## src/rtl/bfc_pkg.sv

```systemverilog
package bfc_pkg;

  typedef enum logic [1:0] {
    POL_FREEZE  = 2'd0,
    POL_UNTAKEN = 2'd1,
    POL_TAKEN   = 2'd2,
    POL_DELAYED = 2'd3
  } policy_e;

  typedef enum logic [2:0] {
    PC_SEQ,
    PC_HOLD,
    PC_TGT_NOW,
    PC_TGT_SAVED,
    PC_FALL
  } pc_sel_e;

  localparam int KILL_W  = 3;
  localparam int KILL_FI = 0;
  localparam int KILL_DI = 1;
  localparam int KILL_FO = 2;

  typedef struct packed {
    logic              fetchEn;
    pc_sel_e           pcSel;
    logic [KILL_W-1:0] killMask;
    logic              capture;
    logic              tally;
    logic              commit;
  } ctl_strobe_t;

endpackage

```

## src/rtl/bfc_control.sv

```systemverilog
module bfc_control
  import bfc_pkg::*;
(
  input  logic        clk,
  input  logic        rstN,
  input  logic [1:0]  policySel,
  input  logic        brDecoded,
  input  logic        brResolved,
  input  logic        brTaken,
  output ctl_strobe_t ctl,
  output logic        slotFault,
  output logic        busy,
  output logic [1:0]  activePolicy
);

  localparam int AGE_W = 2;
  localparam logic [AGE_W-1:0] AGE_MAX = '1;
  localparam logic [KILL_W-1:0] MASK_FI    = KILL_W'(1) << KILL_FI;
  localparam logic [KILL_W-1:0] MASK_YOUNG = MASK_FI | (KILL_W'(1) << KILL_DI);
  localparam logic [KILL_W-1:0] MASK_ALL   = MASK_YOUNG | (KILL_W'(1) << KILL_FO);

  policy_e          policyQ;
  logic             busyQ;
  logic [AGE_W-1:0] ageQ;
  logic             accept;
  logic             resolve;

  assign accept  = !busyQ && brDecoded;
  assign resolve = busyQ && brResolved;

  always_ff @(posedge clk) begin
    if (!rstN) begin
      policyQ <= POL_FREEZE;
      busyQ   <= 1'b0;
      ageQ    <= '0;
    end else begin
      if (!busyQ && !brDecoded) policyQ <= policy_e'(policySel);
      if (accept) begin
        busyQ <= 1'b1;
        ageQ  <= AGE_W'(1);
      end else if (resolve) begin
        busyQ <= 1'b0;
        ageQ  <= '0;
      end else if (busyQ && ageQ != AGE_MAX) begin
        ageQ <= ageQ + AGE_W'(1);
      end
    end
  end

  always_comb begin
    ctl         = '0;
    ctl.fetchEn = 1'b1;
    ctl.pcSel   = PC_SEQ;
    ctl.capture = accept;
    ctl.tally   = busyQ;
    ctl.commit  = resolve;
    slotFault   = 1'b0;
    if (accept) begin
      unique case (policyQ)
        POL_FREEZE: begin
          ctl.fetchEn  = 1'b0;
          ctl.killMask = MASK_FI;
        end
        POL_TAKEN: begin
          ctl.killMask = MASK_FI;
          ctl.pcSel    = PC_TGT_NOW;
        end
        default: ;
      endcase
    end else if (resolve) begin
      unique case (policyQ)
        POL_FREEZE: begin
          ctl.killMask = MASK_FI;
          ctl.pcSel    = brTaken ? PC_TGT_SAVED : PC_HOLD;
        end
        POL_UNTAKEN: begin
          if (brTaken) begin
            ctl.killMask = MASK_ALL;
            ctl.pcSel    = PC_TGT_SAVED;
          end
        end
        POL_TAKEN: begin
          if (!brTaken) begin
            ctl.killMask = MASK_YOUNG;
            ctl.pcSel    = PC_FALL;
          end
        end
        POL_DELAYED: begin
          if (brTaken) begin
            ctl.killMask = MASK_YOUNG;
            ctl.pcSel    = PC_TGT_SAVED;
          end
        end
        default: ;
      endcase
    end else if (busyQ) begin
      if (policyQ == POL_FREEZE) begin
        ctl.fetchEn  = 1'b0;
        ctl.killMask = MASK_FI;
      end
      if (policyQ == POL_DELAYED && ageQ == AGE_W'(1) && brDecoded) slotFault = 1'b1;
    end
  end

  assign busy         = busyQ;
  assign activePolicy = policyQ;

  // a slot fault can only follow an accepted delayed-mode branch by one cycle
  p_slot_fault_age_r7: assert property (@(posedge clk) disable iff (!rstN)
    slotFault |-> (busyQ && policyQ == POL_DELAYED && $past(accept)));

endmodule

```

## src/rtl/bfc_datapath.sv

```systemverilog
module bfc_datapath
  import bfc_pkg::*;
#(
  parameter int PCW      = 32,
  parameter int PENW     = 8,
  parameter int RESET_PC = 0
) (
  input  logic            clk,
  input  logic            rstN,
  input  ctl_strobe_t     ctl,
  input  logic [PCW-1:0]  brTarget,
  input  logic [PCW-1:0]  seqPc,
  output logic [PCW-1:0]  fetchPc,
  output logic [PCW-1:0]  nextPc,
  output logic [PENW-1:0] lastPenalty
);

  localparam logic [PCW-1:0] PC_INIT = PCW'(RESET_PC);

  logic [PCW-1:0]  pcQ;
  logic [PCW-1:0]  savedTgtQ;
  logic [PCW-1:0]  fallPcQ;
  logic [PENW-1:0] penAccQ;
  logic [PENW-1:0] penQ;
  logic [PENW-1:0] killCnt;
  logic [PENW:0]   sumWide;
  logic [PENW-1:0] sumSat;

  always_comb begin
    killCnt = '0;
    for (int i = 0; i < KILL_W; i++) killCnt = killCnt + PENW'(ctl.killMask[i]);
  end

  assign sumWide = {1'b0, penAccQ} + {1'b0, killCnt};
  assign sumSat  = sumWide[PENW] ? '1 : sumWide[PENW-1:0];

  always_comb begin
    unique case (ctl.pcSel)
      PC_HOLD:      nextPc = pcQ;
      PC_TGT_NOW:   nextPc = brTarget;
      PC_TGT_SAVED: nextPc = savedTgtQ;
      PC_FALL:      nextPc = fallPcQ;
      default:      nextPc = seqPc;
    endcase
  end

  always_ff @(posedge clk) begin
    if (!rstN) begin
      pcQ       <= PC_INIT;
      savedTgtQ <= '0;
      fallPcQ   <= '0;
      penAccQ   <= '0;
      penQ      <= '0;
    end else begin
      if (ctl.fetchEn) pcQ <= nextPc;
      if (ctl.capture) begin
        savedTgtQ <= brTarget;
        fallPcQ   <= pcQ;
        penAccQ   <= killCnt;
      end else if (ctl.tally) begin
        penAccQ <= sumSat;
      end
      if (ctl.commit) penQ <= sumSat;
    end
  end

  assign fetchPc     = pcQ;
  assign lastPenalty = penQ;

  // with fetch stalled the fetch address must not move
  p_pc_hold_r2: assert property (@(posedge clk) disable iff (!rstN)
    !ctl.fetchEn |=> (fetchPc == $past(fetchPc)));

  // the published penalty only moves on a commit strobe
  p_penalty_hold_r10: assert property (@(posedge clk) disable iff (!rstN)
    !ctl.commit |=> $stable(lastPenalty));

endmodule

```

## src/rtl/branch_fetch_ctrl.sv

```systemverilog
module branch_fetch_ctrl
  import bfc_pkg::*;
#(
  parameter int PCW      = 32,
  parameter int PENW     = 8,
  parameter int RESET_PC = 0
) (
  input  logic            clk,
  input  logic            rstN,
  input  logic [1:0]      policySel,
  input  logic            brDecoded,
  input  logic [PCW-1:0]  brTarget,
  input  logic            brResolved,
  input  logic            brTaken,
  input  logic [PCW-1:0]  seqPc,
  output logic [PCW-1:0]  fetchPc,
  output logic [PCW-1:0]  nextPc,
  output logic            fetchEn,
  output logic [2:0]      killMask,
  output logic            slotFault,
  output logic [1:0]      activePolicy,
  output logic [PENW-1:0] lastPenalty
);

  ctl_strobe_t ctl;
  logic        busy;

  bfc_control u_control (
    .clk          (clk),
    .rstN         (rstN),
    .policySel    (policySel),
    .brDecoded    (brDecoded),
    .brResolved   (brResolved),
    .brTaken      (brTaken),
    .ctl          (ctl),
    .slotFault    (slotFault),
    .busy         (busy),
    .activePolicy (activePolicy)
  );

  bfc_datapath #(
    .PCW      (PCW),
    .PENW     (PENW),
    .RESET_PC (RESET_PC)
  ) u_datapath (
    .clk         (clk),
    .rstN        (rstN),
    .ctl         (ctl),
    .brTarget    (brTarget),
    .seqPc       (seqPc),
    .fetchPc     (fetchPc),
    .nextPc      (nextPc),
    .lastPenalty (lastPenalty)
  );

  assign fetchEn  = ctl.fetchEn;
  assign killMask = ctl.killMask;

  // predict-taken fetches the decoded target in the following cycle
  p_taken_redirect_r5: assert property (@(posedge clk) disable iff (!rstN)
    (!busy && brDecoded && activePolicy == POL_TAKEN) |=> (fetchPc == $past(brTarget)));

  // the delay-slot instruction in operand fetch is never killed
  p_delay_slot_kept_r6: assert property (@(posedge clk) disable iff (!rstN)
    (activePolicy == POL_DELAYED) |-> !killMask[2]);

  // the applied policy stays put while a branch is in flight
  p_policy_frozen_r9: assert property (@(posedge clk) disable iff (!rstN)
    busy |=> (activePolicy == $past(activePolicy)));

  // freeze keeps fetch stalled and the fetch slot empty until resolution
  p_freeze_stall_r3: assert property (@(posedge clk) disable iff (!rstN)
    (busy && !brResolved && activePolicy == POL_FREEZE) |-> (!fetchEn && killMask == 3'b001));

  // an untaken outcome under predict-untaken disturbs nothing
  p_untaken_quiet_r4: assert property (@(posedge clk) disable iff (!rstN)
    (busy && brResolved && !brTaken && activePolicy == POL_UNTAKEN) |-> (killMask == 3'b000));

endmodule

```

## config.mk

```make
export PLATFORM = sky130hd
export DESIGN_NAME = branch_fetch_ctrl
export DESIGN_NICKNAME = d
export VERILOG_FILES = /design/src/rtl/bfc_pkg.sv /design/src/rtl/bfc_control.sv /design/src/rtl/bfc_datapath.sv /design/src/rtl/branch_fetch_ctrl.sv
export SDC_FILE = /design/constraint.sdc
export NUM_CORES = 1
export LEC_CHECK = 0
export BUFFER_PORTS_ARGS = -buffer_cell sky130_fd_sc_hd__buf_2
export CAP_MARGIN = 25
export CELL_PAD_IN_SITES_DETAIL_PLACEMENT = 1
export CELL_PAD_IN_SITES_GLOBAL_PLACEMENT = 2
export CORE_MARGIN = 3
export CORE_UTILIZATION = 32
export CTS_CLUSTER_SIZE = 28
export DETAILED_ROUTE_END_ITERATION = 10
export PLACE_DENSITY_LB_ADDON = 0.05
export SETUP_SLACK_MARGIN = 0.4
export SKIP_CTS_REPAIR_TIMING = 1
export SYNTH_ARGS = -nofsm -noshare
export SYNTH_HDL_FRONTEND = slang
export SYNTH_SLANG_ARGS = --single-unit
```

## constraint.sdc

```tcl
create_clock -name clk -period 7.1 [get_ports clk]
set_input_delay 2.13 -clock clk [delete_from_list [all_inputs] [get_ports clk]]
set_output_delay 2.13 -clock clk [all_outputs]
set_load 0.02 [all_outputs]
```

==> results of run 1 <==
==> critical path, cell delays in order <==
cell and delay [ps]:
buf_2 200, nor2b_4 160, nand2_1 220, and2_1 670, a21boi_0 310, nor2_1 170
buf_2 170
==> cells in the mapped netlist, drive strengths merged, types with 5 or more instances <==
cell     count  area share, %
nor2        64            4.2
o21ai       22            2.1
nor2b        5           0.66
nand3       21            1.8
o2111a       6            1.2
nor3         6           0.68
inv          9           0.58
a22oi       20            2.6
clkbuf      32            2.1
a2111oi     15            3.9
o211ai       7           0.90
or3          7           0.75
o21a         6           0.77
ha           8            1.7
a31oi       12            1.3
nand2      169             11
a21boi      15            1.9
nand2b      17            1.8
a22o         5           0.75
dfxtp      117             40
a21oi       96            8.2
a222oi      15            2.6
buf         24            2.5
==> cells by family after synthesis <==
logic type / share of synthesized area (%)
multiplexers: 0.193
adder cells (fa/ha/maj): 2.40
AO/OA/AOI/OAI: 28.0
flip-flops: 40.1
XOR/XNOR: 0.449
buffers and inverters: 5.18
AND/OR/NAND/NOR: 23.7
==> final cells by class <==
cell class / count / area share, %
Sequential cell: 117 / 31.9
Tap cell: 225 / 3.83
Clock inverter: 9 / 1.70
Inverter: 9 / 0.477
Timing Repair Buffer: 161 / 11.7
Multi-Input combinational cell: 554 / 43.9
Clock buffer: 22 / 6.59
==> cells in the final DEF (no fill, tap or decap), types with 3 or more instances in the layout <==
cell type,n
clkbuf_16,17
clkinv_2,5
a21boi_1,12
nor3_1,4
nand3_1,21
or3_1,7
clkbuf_8,4
a22oi_1,20
dfxtp_1,117
a21boi_0,3
inv_1,7
buf_4,10
buf_2,149
o21a_1,6
nand2b_1,16
nand2_1,168
a2111oi_2,15
o2111a_1,6
a222oi_1,15
a211oi_1,4
ha_1,8
nor2_1,63
o21ai_0,20
o211ai_1,7
a22o_1,5
a31oi_1,12
a21o_1,4
bufinv_16,3
a21oi_1,96
nor2b_1,3
==> registers in the layout, summed over array words and instances (netlist names) <==
register	flops
u_datapath.penAccQ	8
u_datapath.lastPenalty	8
u_control.activePolicy	2
u_datapath.fetchPc	32
u_datapath.savedTgtQ	32
u_control.busy	1
u_control.ageQ	2
u_datapath.fallPcQ	32
==> per-layer routing <==
| metal | global-route usage [%] | vias up | wire length, um | part of all wire (%) |
|---|---|---|---|---|
| met5 | 0 | - | 13 | 0.064 |
| met4 | 5.86 | 2 | 225 | 1.1 |
| met3 | 4.17 | 22 | 924 | 4.6 |
| met2 | 36.7 | 125 | 10300 | 51 |
| met1 | 23.8 | 2970 | 8840 | 44 |
| li1 | - | 2867 | - | - |
==> worst paths after layout <==
check / slack (ps) / depth (start not counted) / to
setup / recovery: 920 / 7 / nextPc[17]
setup reg to reg: 3110 / 11 / u_datapath.penAccQ[4]
hold / removal: 450 / 2 / u_datapath.fallPcQ[10]
hold reg to reg: 450 / 2 / u_datapath.fallPcQ[10]
==> power by group <==
group | switching [mW] | leakage, nW | internal, mW
sequential | 0.0443 | 0.960 | 0.707
clock | 0.306 | 0.298 | 0.584
combinational | 0.236 | 1.73 | 0.126
total | 0.586 | 2.99 | 1.42
==> per-stage QoR <==
stage	hold WS, ps	std cells
5_1_grt	471	1097
3_5_place_dp	446	1065
6_report	453	1097
2_1_floorplan	431	736
4_1_cts	453	1096
3_3_place_gp	437	1064
==> impl_metrics.csv, run 1 <==
group,metric,value,unit
timing,rsz0062_at_grt,"false",
logic_synthesis,ys.flop_type,"dfxtp_1",
final_layout,nFillCells,2174,
clock_network,insertion_delay,420,ps
critical_path,path_class,"in -> out",
floorplanning,row_count,48,
critical_path,worstPathRequired,4970,ps
placed_design,hpwl,13600,um
logic_synthesis,synth_edf_count,0,
timing,max_slew_margin,45.6,%
timing,clock_skew,8.29,ps
final_layout,final_core_util,41.8,%
timing,max_freq,162,MHz
power,p_total,2.00,mW
logic_synthesis,seq_area_frac_synth,40.1,%
placed_design,place.gp.congestion,0.766,
timing,period_needed,6180,ps
final_layout,area_growth,25.7,%
power,peakVddDrop,0.172,mV
routing,drtIter0Drc,312,
clock_network,cts_tree,"yes",
global_routing,grt_pass1_wl,32300,um
timing,tns,0,ps
timing,worst_pin_slew,813,ps
hold_path,hp-class,"reg -> reg",
timing,finalSetupViolCount,0,
timing,drv_slew,0,
power,p_leak,2.99,nW
clock_network,cts_root_buf,"clkbuf_16",
final_layout,n_antenna_cell,0,
final_layout,drive_above_1_share,25.5,%
logic_synthesis,yosysUniqueCellTypes,59,
logic_synthesis,synth_area,5850,um^2
final_layout,finish.net_count,941,
flow_run,maxCapViolCount,0,
floorplanning,die_w,141,um
critical_path,startpoint,"brDecoded",
timing,post-route-period-util,87.0,%
placed_design,placed_cell_area,6720,um^2
routing,ant_nets,0,
clock_network,cts_max_level,4,
floorplanning,core-area,17600,um^2
routing,detail_route.first_pass.iterations,5,
logic_synthesis,ys_warn_count,0,
critical_path,cp-end-kind,"output pin",
floorplanning,initial_utilization,33.2,%
logic_synthesis,syn_area_per_cell,7.95,um^2
critical_path,start_kind,"primary input",
routing,vias,5986,
critical_path,crit_fanout,15,
routing,postRouteWirelength,20300,um
final_layout,multi_input_area,3220,um^2
global_routing,antenna_found_initial,1,
routing,wl_per_cell,18.5,um
final_layout,ff_latch_area,2340,um^2
clock_network,cts.path.max_buffers,2,
logic_synthesis,synth_nets,817,
timing,layout_setup_ws,924,ps
floorplanning,dieArea,19900,um^2
global_routing,grt_pass1_vias,6258,
clock_network,clk_pin_slew,50,ps
clock_network,numCtsBuffers,17,
logic_synthesis,ys_seq_elements,117,
floorplanning,ios,150,
placed_design,preCtsSetupSlack,865,ps
final_layout,stdcell_area,7350,um^2
logic_synthesis,async_reset_ff_share,0,%
placed_design,portBuffers,149,
global_routing,grt_overflow_total,0,
global_routing,grt_max_degree,66,
power,powerDensity,273,nW/um^2
routing,drc,0,
timing,hold_viol_final,0,
critical_path,r2r-start,"u_control.busy",
routing,vias_per_cell,5.46,
outcome,status,"finished clean",
hold_path,min-delay-start,"u_datapath.fallPcQ[10]",
clock_network,numClockSinks,117,
critical_path,arrival,4050,ps
global_routing,grt_use_total,20.2,%
floorplanning,die_h,141,um
logic_synthesis,syn_inst,736,
(Power assumes the default switching activity.)
==> run 2: changes to the inputs <==
Settings changed: CORE_ASPECT_RATIO from default to 2, PLACE_DENSITY from default to 0.87, PLACE_DENSITY_LB_ADDON 0.05 to default.
==> run 2 against run 1 <==
Effect of this change: die area increased by 0.49%; final cell count decreased by 1.0%; global-route usage increased by 0.59 points; sequential cell count unchanged; wire length increased by 2.4%; sequential power about the same; clock skew increased by 2.9 ps; core utilization decreased by 0.89 points; count of clock-buffer cells in the layout decreased by 2; highest routed layer unchanged.
==> impl_metrics.csv, run 2 (synthesized netlist as in run 1, its figures left out) <==
group,metric,value,unit
floorplanning,ios,150,
timing,drv_slew,0,
global_routing,grt_use_total,20.7,%
critical_path,worst_r2r_endpoint,"u_datapath.penAccQ[4]",
timing,max_slew_margin,33.5,%
outcome,status,"finished clean",
power,powerDensity,274,nW/um^2
clock_network,insertion_delay,410,ps
critical_path,crit_fanout,20,
final_layout,stdcell_area,7310,um^2
hold_path,min-delay-start,"u_datapath.savedTgtQ[17]",
clock_network,cts_tree,"yes",
clock_network,numCtsBuffers,17,
routing,detail_route.first_pass.iterations,5,
final_layout,nFillCells,2219,
routing,wl_per_cell,19.1,um
timing,tns,0,ps
critical_path,crit_path_frequent_cell,"buf_2",
power,peakVddDrop,0.149,mV
timing,hold_viol_final,0,
floorplanning,die_h,197,um
timing,post-route-period-util,87.3,%
routing,vias,5974,
critical_path,path_class,"in -> out",
final_layout,mostFrequentLayoutCells,"168 x nand2_1, 149 x buf_2, 117 x dfxtp_1",
global_routing,grt_max_degree,71,
final_layout,multi_input_area,3220,um^2
final_layout,area_growth,25.0,%
final_layout,finish.net_count,940,
clock_network,numClockSinks,117,
floorplanning,row_count,69,
placed_design,portBuffers,149,
floorplanning,initial_utilization,32.7,%
critical_path,r2r-start,"u_control.busy",
critical_path,cp-end-kind,"output pin",
global_routing,antenna_found_initial,2,
routing,postRouteWirelength,20800,um
critical_path,crit_buf_inv,3,
global_routing,grt_pass1_wl,32400,um
critical_path,cp_slowest_cell,"nor3b_4",
critical_path,worstPathRequired,4970,ps
routing,drc,0,
critical_path,timing.reg2reg.setup_slack,3100,ps
timing,max_freq,161,MHz
critical_path,arrival,4070,ps
clock_network,cts_max_level,4,
global_routing,grt_overflow_total,0,
final_layout,ff_latch_area,2340,um^2
critical_path,path_cells,"buf_2, nand2_1, nor3b_4, buf_4, a22o_1, a21oi_1, nand3_1, buf_2",
timing,period_needed,6200,ps
flow_run,maxCapViolCount,0,
critical_path,cpPeakStageDelay,820,ps
clock_network,cts.path.max_buffers,2,
final_layout,final_core_util,40.9,%
final_layout,drive_above_1_share,25.5,%
clock_network,clk_pin_slew,50,ps
hold_path,hp-class,"reg -> reg",
hold_path,min_path_cells,2,
power,p_leak,2.96,nW
timing,worst_pin_slew,997,ps
critical_path,path_delay_family,"simple AND/OR/NAND/NOR gates",
hold_path,hold_end,"u_datapath.savedTgtQ[17]",
routing,vias_per_cell,5.50,
global_routing,grt_pass1_vias,6268,
placed_design,place.gp.congestion,0.817,
placed_design,placed_cell_area,6700,um^2
critical_path,reg2reg_depth,12,
routing,ant_nets,0,
floorplanning,core-area,17900,um^2
placed_design,hpwl,14300,um
timing,rsz0062_at_grt,"false",
timing,finalSetupViolCount,0,
floorplanning,die_w,102,um
floorplanning,dieArea,20000,um^2
final_layout,final_common_cell,"nand2_1",
critical_path,start_kind,"primary input",
clock_network,cts_root_buf,"clkbuf_16",
routing,drtIter0Drc,289,
timing,clock_skew,11.2,ps
==> run 2: cell count changes in the layout (fill, tap and decap cells not counted) <==
cell / before / now
clkinv_4: 0 / 1
clkinv_2: 5 / 4
buf_4: 10 / 11
inv_6: 0 / 1
clkbuf_8: 4 / 2
diode_2: 0 / 1
buf_6: 1 / 0
buf_16: 1 / 0
clkinvlp_4: 2 / 4
==> run 2: area by class of cell <==
type | instances | area share [%]
antenna | 1 | 0.0342
clock buffer | 20 | 6.25
clock inverter | 12 | 2.09
inverter | 9 | 0.479
multi-input combinational | 554 | 44.1
sequential | 117 | 32.0
tap | 213 | 3.65
timing repair buffer | 160 | 11.3
==> run 2: worst max-delay path by stage <==
stage | startpoint | to | slack, ps | cells after the start
floorplan | brTaken | nextPc[20] | 1600 | 6
global placement | brResolved | nextPc[13] | 890 | 8
detailed placement | brResolved | nextPc[13] | 870 | 8
CTS | brResolved | nextPc[13] | 850 | 8
global route | brResolved | nextPc[13] | 720 | 8
finish | brResolved | nextPc[13] | 900 | 8
==> run 2: metrics by stage <==
step                      hold WS, ps  cells  total power, mW  setup slack [ps]
after floorplan                   431    736            0.993              1600
final                             452   1086             2.00               904
after CTS                         453   1085             2.03               854
after global placement            437   1053             1.12               892
after global routing              471   1086             2.10               717
after detailed placement          445   1053             1.13               872
==> run 2: power breakdown <==
| group | total, mW | internal (mW) | switching, mW |
|---|---|---|---|
| registers | 0.752 | 0.707 | 0.0458 |
| clock network | 0.893 | 0.570 | 0.323 |
| logic | 0.358 | 0.124 | 0.234 |
| total | 2.00 | 1.40 | 0.603 |
==> run 2: per-layer routing <==
layer / GRT usage [%] / routed length (um)
met1: 20.8 / 7590
met2: 40.2 / 11900
met3: 4.14 / 669
met4: 8.14 / 582
met5: 0 / 7
==> run 2: worst reg2reg max path, stage by stage, from the launching register on <==
cell and delay [ps]:
dfxtp_1 310, buf_4 310, nand2_1 340, or3_1 510, fa_1 550, inv_1 50, ha_1 220, fa_1 420
a21oi_1 540, nor2b_1 110, mux2_2 300, a21oi_1 140, nor2_1 50
